===== src/rtl/bus_num_pkg.sv =====
package bus_num_pkg;
  parameter int unsigned BUS_W = 8;
  parameter int unsigned ADDR_W = 8;
  localparam logic [ADDR_W-1:0] OFF_PRI = 8'h18;
  localparam logic [ADDR_W-1:0] OFF_SEC = 8'h19;
  localparam logic [ADDR_W-1:0] OFF_SUB = 8'h1A;
  typedef enum logic [1:0] {ROUTE_T0, ROUTE_T1, ROUTE_ABORT} route_e;
endpackage


===== src/rtl/bus_num_regs.sv =====
module bus_num_regs
  import bus_num_pkg::*;
#(
  parameter int unsigned AW = ADDR_W,
  parameter int unsigned BW = BUS_W
) (
  input  logic          clk_i,
  input  logic          rst_ni,
  input  logic [AW-1:0] addr_i,
  input  logic          wr_i,
  input  logic [BW-1:0] wdata_i,
  input  logic          rd_i,
  output logic [BW-1:0] rdata_o,
  output logic [BW-1:0] sec_o,
  output logic [BW-1:0] sub_o
);
  logic [BW-1:0] rd_mux;

  always_ff @(posedge clk_i or negedge rst_ni) begin
    if (!rst_ni) begin
      sec_o <= '0;
      sub_o <= '0;
    end else if (wr_i) begin
      if (addr_i == OFF_SEC) sec_o <= wdata_i;
      if (addr_i == OFF_SUB) sub_o <= wdata_i;
    end
  end

  always_comb begin
    unique case (addr_i)
      OFF_SEC: rd_mux = sec_o;
      OFF_SUB: rd_mux = sub_o;
      default: rd_mux = '0; // primary hardwired to zero, unmapped reads zero
    endcase
  end

  always_ff @(posedge clk_i or negedge rst_ni) begin
    if (!rst_ni) rdata_o <= '0;
    else if (rd_i) rdata_o <= rd_mux;
  end
endmodule


===== src/rtl/bus_num_route.sv =====
module bus_num_route
  import bus_num_pkg::*;
#(
  parameter int unsigned BW = BUS_W
) (
  input  logic [BW-1:0] bus_i,
  input  logic [BW-1:0] sec_i,
  input  logic [BW-1:0] sub_i,
  output route_e        route_o
);
  logic sec_zero, hit_sec, in_range;
  assign sec_zero = (sec_i == '0);
  assign hit_sec  = (bus_i == sec_i);
  assign in_range = (bus_i >= sec_i) && (bus_i <= sub_i);

  always_comb begin
    if (hit_sec && sec_zero) route_o = ROUTE_T1;   // secondary == primary: stay Type 1
    else if (!in_range)      route_o = ROUTE_ABORT;
    else if (hit_sec)        route_o = ROUTE_T0;
    else                     route_o = ROUTE_T1;
  end
endmodule


===== src/rtl/bus_num_decoder.sv =====
module bus_num_decoder
  import bus_num_pkg::*;
(
  input  logic              clk_i,
  input  logic              rst_ni,
  input  logic [ADDR_W-1:0] reg_addr_i,
  input  logic              reg_wr_i,
  input  logic [BUS_W-1:0]  reg_wdata_i,
  input  logic              reg_rd_i,
  output logic [BUS_W-1:0]  reg_rdata_o,
  input  logic              req_valid_i,
  input  logic [BUS_W-1:0]  req_bus_i,
  output logic              to_type0_o,
  output logic              to_type1_o,
  output logic              mabort_o
);
  logic [BUS_W-1:0] sec_q, sub_q;
  route_e route;

  bus_num_regs #(.AW(ADDR_W), .BW(BUS_W)) u_regs (
    .clk_i, .rst_ni,
    .addr_i (reg_addr_i),
    .wr_i   (reg_wr_i),
    .wdata_i(reg_wdata_i),
    .rd_i   (reg_rd_i),
    .rdata_o(reg_rdata_o),
    .sec_o  (sec_q),
    .sub_o  (sub_q)
  );

  bus_num_route #(.BW(BUS_W)) u_route (
    .bus_i  (req_bus_i),
    .sec_i  (sec_q),
    .sub_i  (sub_q),
    .route_o(route)
  );

  always_ff @(posedge clk_i or negedge rst_ni) begin
    if (!rst_ni) begin
      to_type0_o <= 1'b0;
      to_type1_o <= 1'b0;
      mabort_o   <= 1'b0;
    end else begin
      to_type0_o <= req_valid_i && (route == ROUTE_T0);
      to_type1_o <= req_valid_i && (route == ROUTE_T1);
      mabort_o   <= req_valid_i && (route == ROUTE_ABORT);
    end
  end
endmodule


===== config.mk =====
export PLATFORM = sky130hd
export DESIGN_NAME = bus_num_decoder
export DESIGN_NICKNAME = d
export VERILOG_FILES = /design/src/rtl/bus_num_pkg.sv /design/src/rtl/bus_num_regs.sv /design/src/rtl/bus_num_route.sv /design/src/rtl/bus_num_decoder.sv
export SDC_FILE = /design/constraint.sdc
export NUM_CORES = 1
export LEC_CHECK = 0
export ABC_AREA = 1
export BUFFER_PORTS_ARGS = -buffer_cell sky130_fd_sc_hd__buf_4
export CAP_MARGIN = 20
export CORE_MARGIN = 3
export CORE_UTILIZATION = 57
export CTS_CLUSTER_DIAMETER = 100
export DETAILED_ROUTE_END_ITERATION = 10
export HOLD_SLACK_MARGIN = 0.06
export PLACE_DENSITY = 0.85
export REMOVE_ABC_BUFFERS = 1
export SYNTH_ARGS = -nofsm -noshare
export SYNTH_HDL_FRONTEND = slang
export SYNTH_SLANG_ARGS = --single-unit

===== constraint.sdc =====
create_clock -name clk_i -period 4.2 [get_ports clk_i]
set_clock_uncertainty 0.05 [all_clocks]
set_input_delay 0.21 -clock clk_i [delete_from_list [all_inputs] [get_ports clk_i]]
set_output_delay 0.21 -clock clk_i [all_outputs]
set_load 0.01 [all_outputs]

==> results.yml, run 1 <==
status:
  outcome: "completed"
finish:
  antenna_cells: 0
  regArea_um2: 676
  n_fill_cell: 206
  layout-drive-gt1-share: 0.205
  nNetsFinal: 304
  area_delta_synth_final_pct: 26.3
  multi_input_area_um2: 815
hold_path:
  hold_class: "primary input to register"
  holdPathStages: 2
critical_path:
  crit_path_end_kind: "register"
  slowest_delay_ps: 370
  reg2reg_depth: 9
  crit_arrival_ps: 1870
  slowest_stage: "dfrtp_1"
  crit_required_ps: 4420
  cpLargestDelayFamily: "simple AND/OR/NAND/NOR gates"
  critical_path_buf_inv_count: 2
  path_depth: 9
  critical_path.max_fanout: 3
  startpoint_type: "register"
  crit_chain: "inv_1, ha_1, nand2_1, nor2_1, nand2_1, inv_1, o21ai_0, or2_2, nor2_1"
  critical_path_class: "register to register"
clock_network:
  path_clk_slew_ps: 140
  clkSinkCount: 27
  clk_latency_ps: 320
  cts-buffers-inserted: 3
  htreeDepth: 1
  cts_tree: "yes"
  clockBufferDepth: 2
  root_buffer: "clkbuf_4"
floorplan:
  rows: 18
  dieArea_um2: 3520
  die_w_um: 59.3
  boundaryPins: 40
  core_area_um2: 2590
  chipHeight_um: 59.3
  start_util: 0.626
timing:
  fin_crit_ps: 1660
  max_freq_mhz: 603
  hold_viol: 0
  final_max_slew_viol_count: 0
  worst_pin_slew_ps: 386
  rsz0062_at_grt: "false"
  setup_violations: 0
  hold_slack_ps: 102
  setup_tns_ps: 0
  relSlewSlack: 0.742
  period_share: 0.395
grt:
  grt_max_degree: 28
  grt_pass1_wl_um: 6120
  grt_pass1_vias: 1442
  gr-total-overflow: 0
  grt_usage: 0.233
  antenna_found_initial: 0
synth:
  netlist_area_um2: 1620
  yosys_warnings: 0
  post_synth.cell_area_avg_um2: 7.80
  synth_top_flop_cell: "dfrtp_1"
  synth_edf_count: 0
  ys_seq_area_frac: 0.417
  synth_cells: 208
  ys_seq_elements: 27
  async_flop_share: 1.00
  synth.distinct_cells: 19
power_and_ir_drop:
  vdd_drop_max_mv: 0.201
  powerDensity_nw_per_um2: 245
  power_mw: 0.502
  p_leak_nw: 1.18
job:
  drv_cap: 0
detailed_routing:
  wl_per_cell_um: 12.4
  drt_pass1_iterations: 4
  routed_via_density: 5.01
  vias: 1444
  drt_wl_total_um: 3580
  drc: 0
  drt_iter0_drc: 58
  ant_nets: 0
placed_design:
  post-dp-hpwl_um: 2670
  place.port_buffers: 39
  gp_congestion: 0.854
through the flow:
stage,setup slack [ps],util,instance area [µm²],std cells
6_report,2540,0.791,2050,288
5_1_grt,2410,0.791,2050,288
4_1_cts,2540,0.791,2050,288
3_5_place_dp,2580,0.742,1920,274
3_3_place_gp,2630,0.742,1920,274
2_1_floorplan,2680,-,1590,205
worst paths after layout:
| check | start | end | slack, ps |
|---|---|---|---|
| worst max-delay path | u_regs.sec_o[7] | to_type0_o | 2540 |
| worst min-delay path | reg_rd_i | u_regs.rdata_o[0] | 100 |
| worst max register to register | u_regs.sec_o[7] | to_type0_o | 2540 |
| worst min register to register | u_regs.rdata_o[3] | u_regs.rdata_o[3] | 450 |
| max in group asynchronous | rst_ni | u_regs.rdata_o[3] | 3560 |
| min in group asynchronous | rst_ni | u_regs.sub_o[2] | 280 |
where the power goes:
part / switching, mW / internal [mW] / total (mW) / leakage (nW)
clock network: 0.0744 / 0.0371 / 0.112 / 0.0150
logic: 0.0583 / 0.0517 / 0.110 / 0.860
registers: 0.00648 / 0.274 / 0.281 / 0.308
area by class of cell:
| cell class | instances | area share |
|---|---|---|
| clock buffers | 4 | 0.0128 |
| inverters | 27 | 0.0495 |
| multi-input cells | 151 | 0.398 |
| flip-flops and latches | 27 | 0.330 |
| well taps | 30 | 0.0183 |
| repair buffers | 49 | 0.192 |
sequential cells by signal (all words and copies together) (netlist names):
| register | flops |
|---|---|
| to_type0_o | 1 |
| mabort_o | 1 |
| u_regs.sec_o | 8 |
| to_type1_o | 1 |
| u_regs.rdata_o | 8 |
| u_regs.sub_o | 8 |
synthesized netlist by cell type, types with 2 or more instances:
| library cell | count | area share |
|---|---|---|
| a21oi_1 | 7 | 0.022 |
| buf_6 | 2 | 0.014 |
| dfrtp_1 | 27 | 0.42 |
| ha_1 | 16 | 0.12 |
| inv_1 | 27 | 0.063 |
| nand2_1 | 59 | 0.14 |
| nand2_2 | 2 | 0.0077 |
| nand3_1 | 2 | 0.0062 |
| nor2_1 | 32 | 0.074 |
| nor2_4 | 2 | 0.014 |
| o21ai_0 | 21 | 0.065 |
| o21ai_2 | 4 | 0.022 |
metal layers:
layer / global-route usage / vias up / wire (µm)
li1: - / 756 / -
met1: 0.282 / 639 / 1550
met2: 0.420 / 45 / 1770
met3: 0.0283 / 4 / 204
met4: 0.0841 / 0 / 48
met5: 0 / - / 0
cell usage in the layout (no fill, tap or decap), drive strengths merged:
cell type,n
and2,1
nor2,34
buf,39
ha,16
o21ai,25
inv,27
dlygate4sd3,10
nand3,2
dfrtp,27
nand2,61
nor3,2
a21o,1
a21oi,7
clkbuf,4
or2,1
a31oi,1
logic make-up after synthesis:
group                      count (synthesis)  share of synthesized area
and+or+nand+nor                          101                      0.262
buffers and inverters                     30                     0.0810
adders and majority gates                 16                      0.123
AOI/OAI and AO/OA                         34                      0.117
DFF                                       27                      0.417
repair_timing:
item                       CTS  global route
hold buffers                10             0
setup buffers                0             0
setup endpoints to repair    0             0
gates resized for setup      0             0
hold endpoints to repair    44             0
(Power assumes the default switching activity.)
==> run 2, diff against run 1 <==
CORE_UTILIZATION = 48   (was 57)
PLACE_DENSITY = 0.76   (was 0.85)
clock period = 1.4 ns   (was 4.2 ns; I/O delays follow)
==> run 2 against run 1 <==
Against the previous run: the flow now finishes with violations (negative setup slack); sequential cell count unchanged; cell count increased by 16%; global-route usage decreased by 0.20 points; largest cell class unchanged.
==> results.yml, run 2 (synthesized netlist as in run 1, its figures left out) <==
timing:
  relSlewSlack: 0.727
  hold_slack_ps: 53.9
  setup_violations: 3
  worst_pin_slew_ps: 408
  fin_crit_ps: 1590
  rsz0062_at_grt: "true"
  final_max_slew_viol_count: 0
  setup_tns_ps: -461
  fin_ws_ps: -189
  max_freq_mhz: 629
  period_share: 1.14
  hold_viol: 0
clock_network:
  root_buffer: "clkbuf_4"
  htreeDepth: 1
  clk_latency_ps: 340
  path_clk_slew_ps: 150
  cts_tree: "yes"
  clkSinkCount: 27
  clockBufferDepth: 2
  cts-buffers-inserted: 3
floorplan:
  rows: 20
  core_area_um2: 3130
  start_util: 0.518
  chipHeight_um: 64.1
  dieArea_um2: 4110
  boundaryPins: 40
  die_w_um: 64.1
finish:
  final_cell_mix: "65 x buf_4, 50 x nand2_1, 27 x dfrtp_1"
  top_regs: "u_regs.rdata_o (8), u_regs.sec_o (8), u_regs.sub_o (8)"
  stdcell_count: 333
  antenna_cells: 0
  nNetsFinal: 335
  layout-drive-gt1-share: 0.412
  area_delta_synth_final_pct: 56.4
  post-route-util: 0.811
  n_fill_cell: 194
  regArea_um2: 676
  multi_input_area_um2: 1030
  final_common_cell: "buf_4"
grt:
  gr-total-overflow: 0
  grt_pass1_wl_um: 7330
  grt_usage: 0.231
  grt_pass1_vias: 1638
  antenna_found_initial: 0
  grt_max_degree: 28
placed_design:
  gp_congestion: 0.831
  post-dp-hpwl_um: 2850
  placed_cells: 307
  place.port_buffers: 39
critical_path:
  critical_path.max_fanout: 2
  crit_required_ps: 1640
  crit_arrival_ps: 1830
  crit_path_end_kind: "register"
  critical_path_class: "register to register"
  startpoint_type: "register"
power_and_ir_drop:
  p_leak_nw: 1.35
  vdd_drop_max_mv: 0.341
  powerDensity_nw_per_um2: 693
status:
  violations: "negative setup slack"
  outcome: "finished with violations"
job:
  drv_cap: 0
hold_path:
  hold_class: "primary input to register"
detailed_routing:
  wl_per_cell_um: 14.9
  drt_wl_total_um: 4970
  routed_via_density: 5.17
  drt_pass1_iterations: 4
  drc: 0
  drt_iter0_drc: 120
  vias: 1722
  ant_nets: 0
## run 2: area by class of cell
cell class,instances,share of cell area
multi-input cells,151,0.405
clock buffers,3,0.00888
clock inverters,1,0.00197
repair buffers,80,0.256
well taps,44,0.0217
flip-flops and latches,27,0.266
inverters,27,0.0400
## run 2: metal layers
metal | vias to the layer above | global-route usage | routed length (µm)
li1 | 822 | - | -
met5 | - | 0 | 0
met1 | 807 | 0.290 | 1840
met3 | 16 | 0.0422 | 294
met2 | 77 | 0.404 | 2690
met4 | 0 | 0.0660 | 139
## run 2: through the flow
step / power [mW] / worst slack (ps) / area (µm²)
2_1_floorplan: 1.02 / -118 / 1590
3_3_place_gp: 1.21 / -162 / 2080
3_5_place_dp: 1.22 / -236 / 2080
4_1_cts: 1.67 / -88.1 / 2420
5_1_grt: 1.85 / -246 / 2540
6_report: 1.76 / -189 / 2540
## run 2: worst paths after layout
| kind | start | endpoint | depth (start not counted) | slack (ps) |
|---|---|---|---|---|
| min | reg_addr_i[2] | u_regs.rdata_o[0] | 6 | 50 |
| min reg2reg | u_regs.rdata_o[7] | u_regs.rdata_o[7] | 2 | 450 |
| max | u_regs.sec_o[7] | to_type0_o | 9 | -190 |
| min in group asynchronous | rst_ni | u_regs.sub_o[3] | 2 | 100 |
| max in group asynchronous | rst_ni | u_regs.sub_o[4] | 2 | 950 |
| max reg2reg | u_regs.sec_o[7] | to_type0_o | 9 | -190 |
## run 2: critical path: stages (launching register included)
cell and delay (ps):
dfrtp_1 420, inv_2 70, ha_4 280, nand2_4 60, nor2_4 120, nand2_2 80
inv_2 70, o21ai_2 50, or2_4 240, nor2_4 100
## run 2: power by group
group	switching (mW)	internal, mW
clock	0.255	0.108
combinational	0.270	0.279
sequential	0.0223	0.824
total	0.547	1.21
## run 2: timing repair
item / 4_1_cts / 5_1_grt
setup endpoints to repair: 3 / 11
gates resized for setup: 29 / 19
pin swaps: 14 / 7
setup buffers: 7 / 3
hold endpoints to repair: 54 / 0
hold buffers: 13 / 0
==> run 3, diff against run 2 <==
CORE_UTILIZATION = 50   (was 48)
CTS_BUF_LIST = sky130_fd_sc_hd__clkbuf_8   (was unset)
PLACE_DENSITY = 0.79   (was 0.76)
RECOVER_POWER = 50   (was unset)
==> run 3 against run 2 <==
Against the previous run: the flow still finishes with violations (negative setup slack); cell count shrank 1.2%; global-route usage is 0.19 points lower; clock-buffer cell count stayed put; largest power group unchanged; combinational power down 7.6%; critical path depth increased by 2; via count down 4.1%; highest routed layer unchanged; sequential power hardly changed.
==> results.yml, run 3 (synthesized netlist as in run 1, its figures left out) <==
clock_network:
  clkSinkCount: 27
  root_buffer: "clkbuf_8"
  clockBufferDepth: 2
  htreeDepth: 1
  cts_tree: "yes"
  path_clk_slew_ps: 100
  cts-buffers-inserted: 3
  clk_latency_ps: 290
hold_path:
  holdPathStages: 4
  min_to: "u_regs.sub_o[0]"
  hold_class: "primary input to register"
  holdCritStartpoint: "reg_wr_i"
timing:
  period_share: 1.15
  fin_crit_ps: 1610
  setup_tns_ps: -553
  final_max_slew_viol_count: 0
  fin_ws_ps: -209
  max_freq_mhz: 621
  worst_pin_slew_ps: 670
  relSlewSlack: 0.553
  rsz0062_at_grt: "true"
  hold_viol: 0
  setup_violations: 3
  hold_slack_ps: 128
finish:
  final_common_cell: "buf_4"
  top_regs: "u_regs.rdata_o (8), u_regs.sec_o (8), u_regs.sub_o (8)"
  layout-drive-gt1-share: 0.344
  stdcell_count: 329
  antenna_cells: 0
  n_fill_cell: 212
  area_delta_synth_final_pct: 49.3
  nNetsFinal: 331
  final_cell_mix: "58 x buf_4, 53 x nand2_1, 29 x nor2_1"
placed_design:
  post-dp-hpwl_um: 2850
  post-place-ws_ps: -222
  placed_cells: 307
  place.port_buffers: 39
  gp_congestion: 0.812
status:
  violations: "negative setup slack"
  outcome: "finished with violations"
detailed_routing:
  drt_wl_total_um: 4720
  drc: 0
  wl_per_cell_um: 14.4
  ant_nets: 0
  vias: 1651
  routed_via_density: 5.02
  drt_iter0_drc: 102
  drt_pass1_iterations: 5
critical_path:
  startpoint_type: "register"
  critical_path_class: "register to register"
  critical_path.max_fanout: 2
  crit_chain: "inv_2, ha_4, nand2_4, nor2_4, nand2_2, buf_6, nand2_2, nor2_2, nand2_1, nand2_1, nor2_1"
  slowest_stage: "dfrtp_1"
  r2r_setup_slack_ps: -210
  critical_path_buf_inv_count: 2
  r2r-end: "to_type0_o"
  cpLargestDelayFamily: "simple AND/OR/NAND/NOR gates"
  slowest_delay_ps: 380
  crit_path_end_kind: "register"
  crit_required_ps: 1580
  reg2reg_depth: 11
  r2r-start: "u_regs.sec_o[7]"
  crit_arrival_ps: 1790
grt:
  antenna_found_initial: 0
  grt_usage: 0.229
  grt_pass1_vias: 1605
  gr-total-overflow: 0
  grt_pass1_wl_um: 7180
  grt_max_degree: 28
power_and_ir_drop:
  p_seq_frac: 0.461
  p_sw_frac: 0.302
  internal-power_mw: 1.28
  p_sw_mw: 0.554
  power_mw: 1.83
  power_frac_comb: 0.277
  vdd_drop_max_mv: 0.500
  powerDensity_nw_per_um2: 758
  p_leak_nw: 1.31
  clockPowerShare: 0.262
floorplan:
  dieArea_um2: 3960
  core_area_um2: 3080
  die_w_um: 63.0
  chipHeight_um: 63.0
  boundaryPins: 40
  start_util: 0.527
  rows: 20
job:
  drv_cap: 0
run 3: cell count changes in the layout (fill, tap and decap cells not counted), sizes merged:
cell,change
buf,-8
clkbuf,+4
clkinv,-1
clkinvlp,+1
run 3: worst max-delay path by stage:
stage                    start    endpoint  slack [ps]  cells after the start
4_1_cts        u_regs.sec_o[4]  to_type0_o        -120                     11
3_3_place_gp   u_regs.sec_o[7]  to_type0_o        -160                      9
3_5_place_dp   u_regs.sec_o[7]  to_type0_o        -220                      9
2_1_floorplan  u_regs.sec_o[7]  to_type0_o        -120                      9
6_report       u_regs.sec_o[7]  to_type0_o        -210                     11
5_1_grt        u_regs.sec_o[7]  to_type1_o        -300                     11
run 3: through the flow:
step	instance area, µm²	util
floorplan	1590	-
CTS	2320	0.752
global route	2420	0.787
detailed placement	2080	0.676
finish	2420	0.787
global placement	2080	0.676
run 3: layout make-up:
type	count	area, µm²	share of cell area
inverters	27	101	0.0419
repair buffers	76	593	0.245
well taps	44	55.1	0.0227
multi-input cells	151	947	0.391
flip-flops and latches	27	676	0.279
clock buffers	3	41.3	0.0171
clock inverters	1	7.51	0.00310
run 3: timing repair:
item	4_1_cts	5_1_grt
pin swaps	11	8
gates resized for setup	11	21
hold buffers	13	0
setup endpoints to repair	3	3
setup buffers	1	4
hold endpoints to repair	48	0
run 3: metal layers:
layer	share of wire	vias to the layer above	routed length, µm	global-route usage
li1	-	811	-	-
met4	0.023	0	107	0.0716
met3	0.054	7	255	0.0342
met2	0.52	61	2470	0.399
met1	0.40	772	1890	0.290
met5	0	-	0	0
run 3: power by group through the flow:
stage / registers [mW] / logic, mW / clock network (mW)
6_report: 0.845 / 0.508 / 0.481
5_1_grt: 0.850 / 0.560 / 0.525
4_1_cts: 0.842 / 0.415 / 0.472
3_5_place_dp: 0.856 / 0.364 / 0
3_3_place_gp: 0.854 / 0.353 / 0
2_1_floorplan: 0.857 / 0.164 / 0
run 3: worst min-delay path, stage by stage:
cell	delay [ps]
buf_4	80
inv_1	80
o21ai_0	170
nand2_1	50
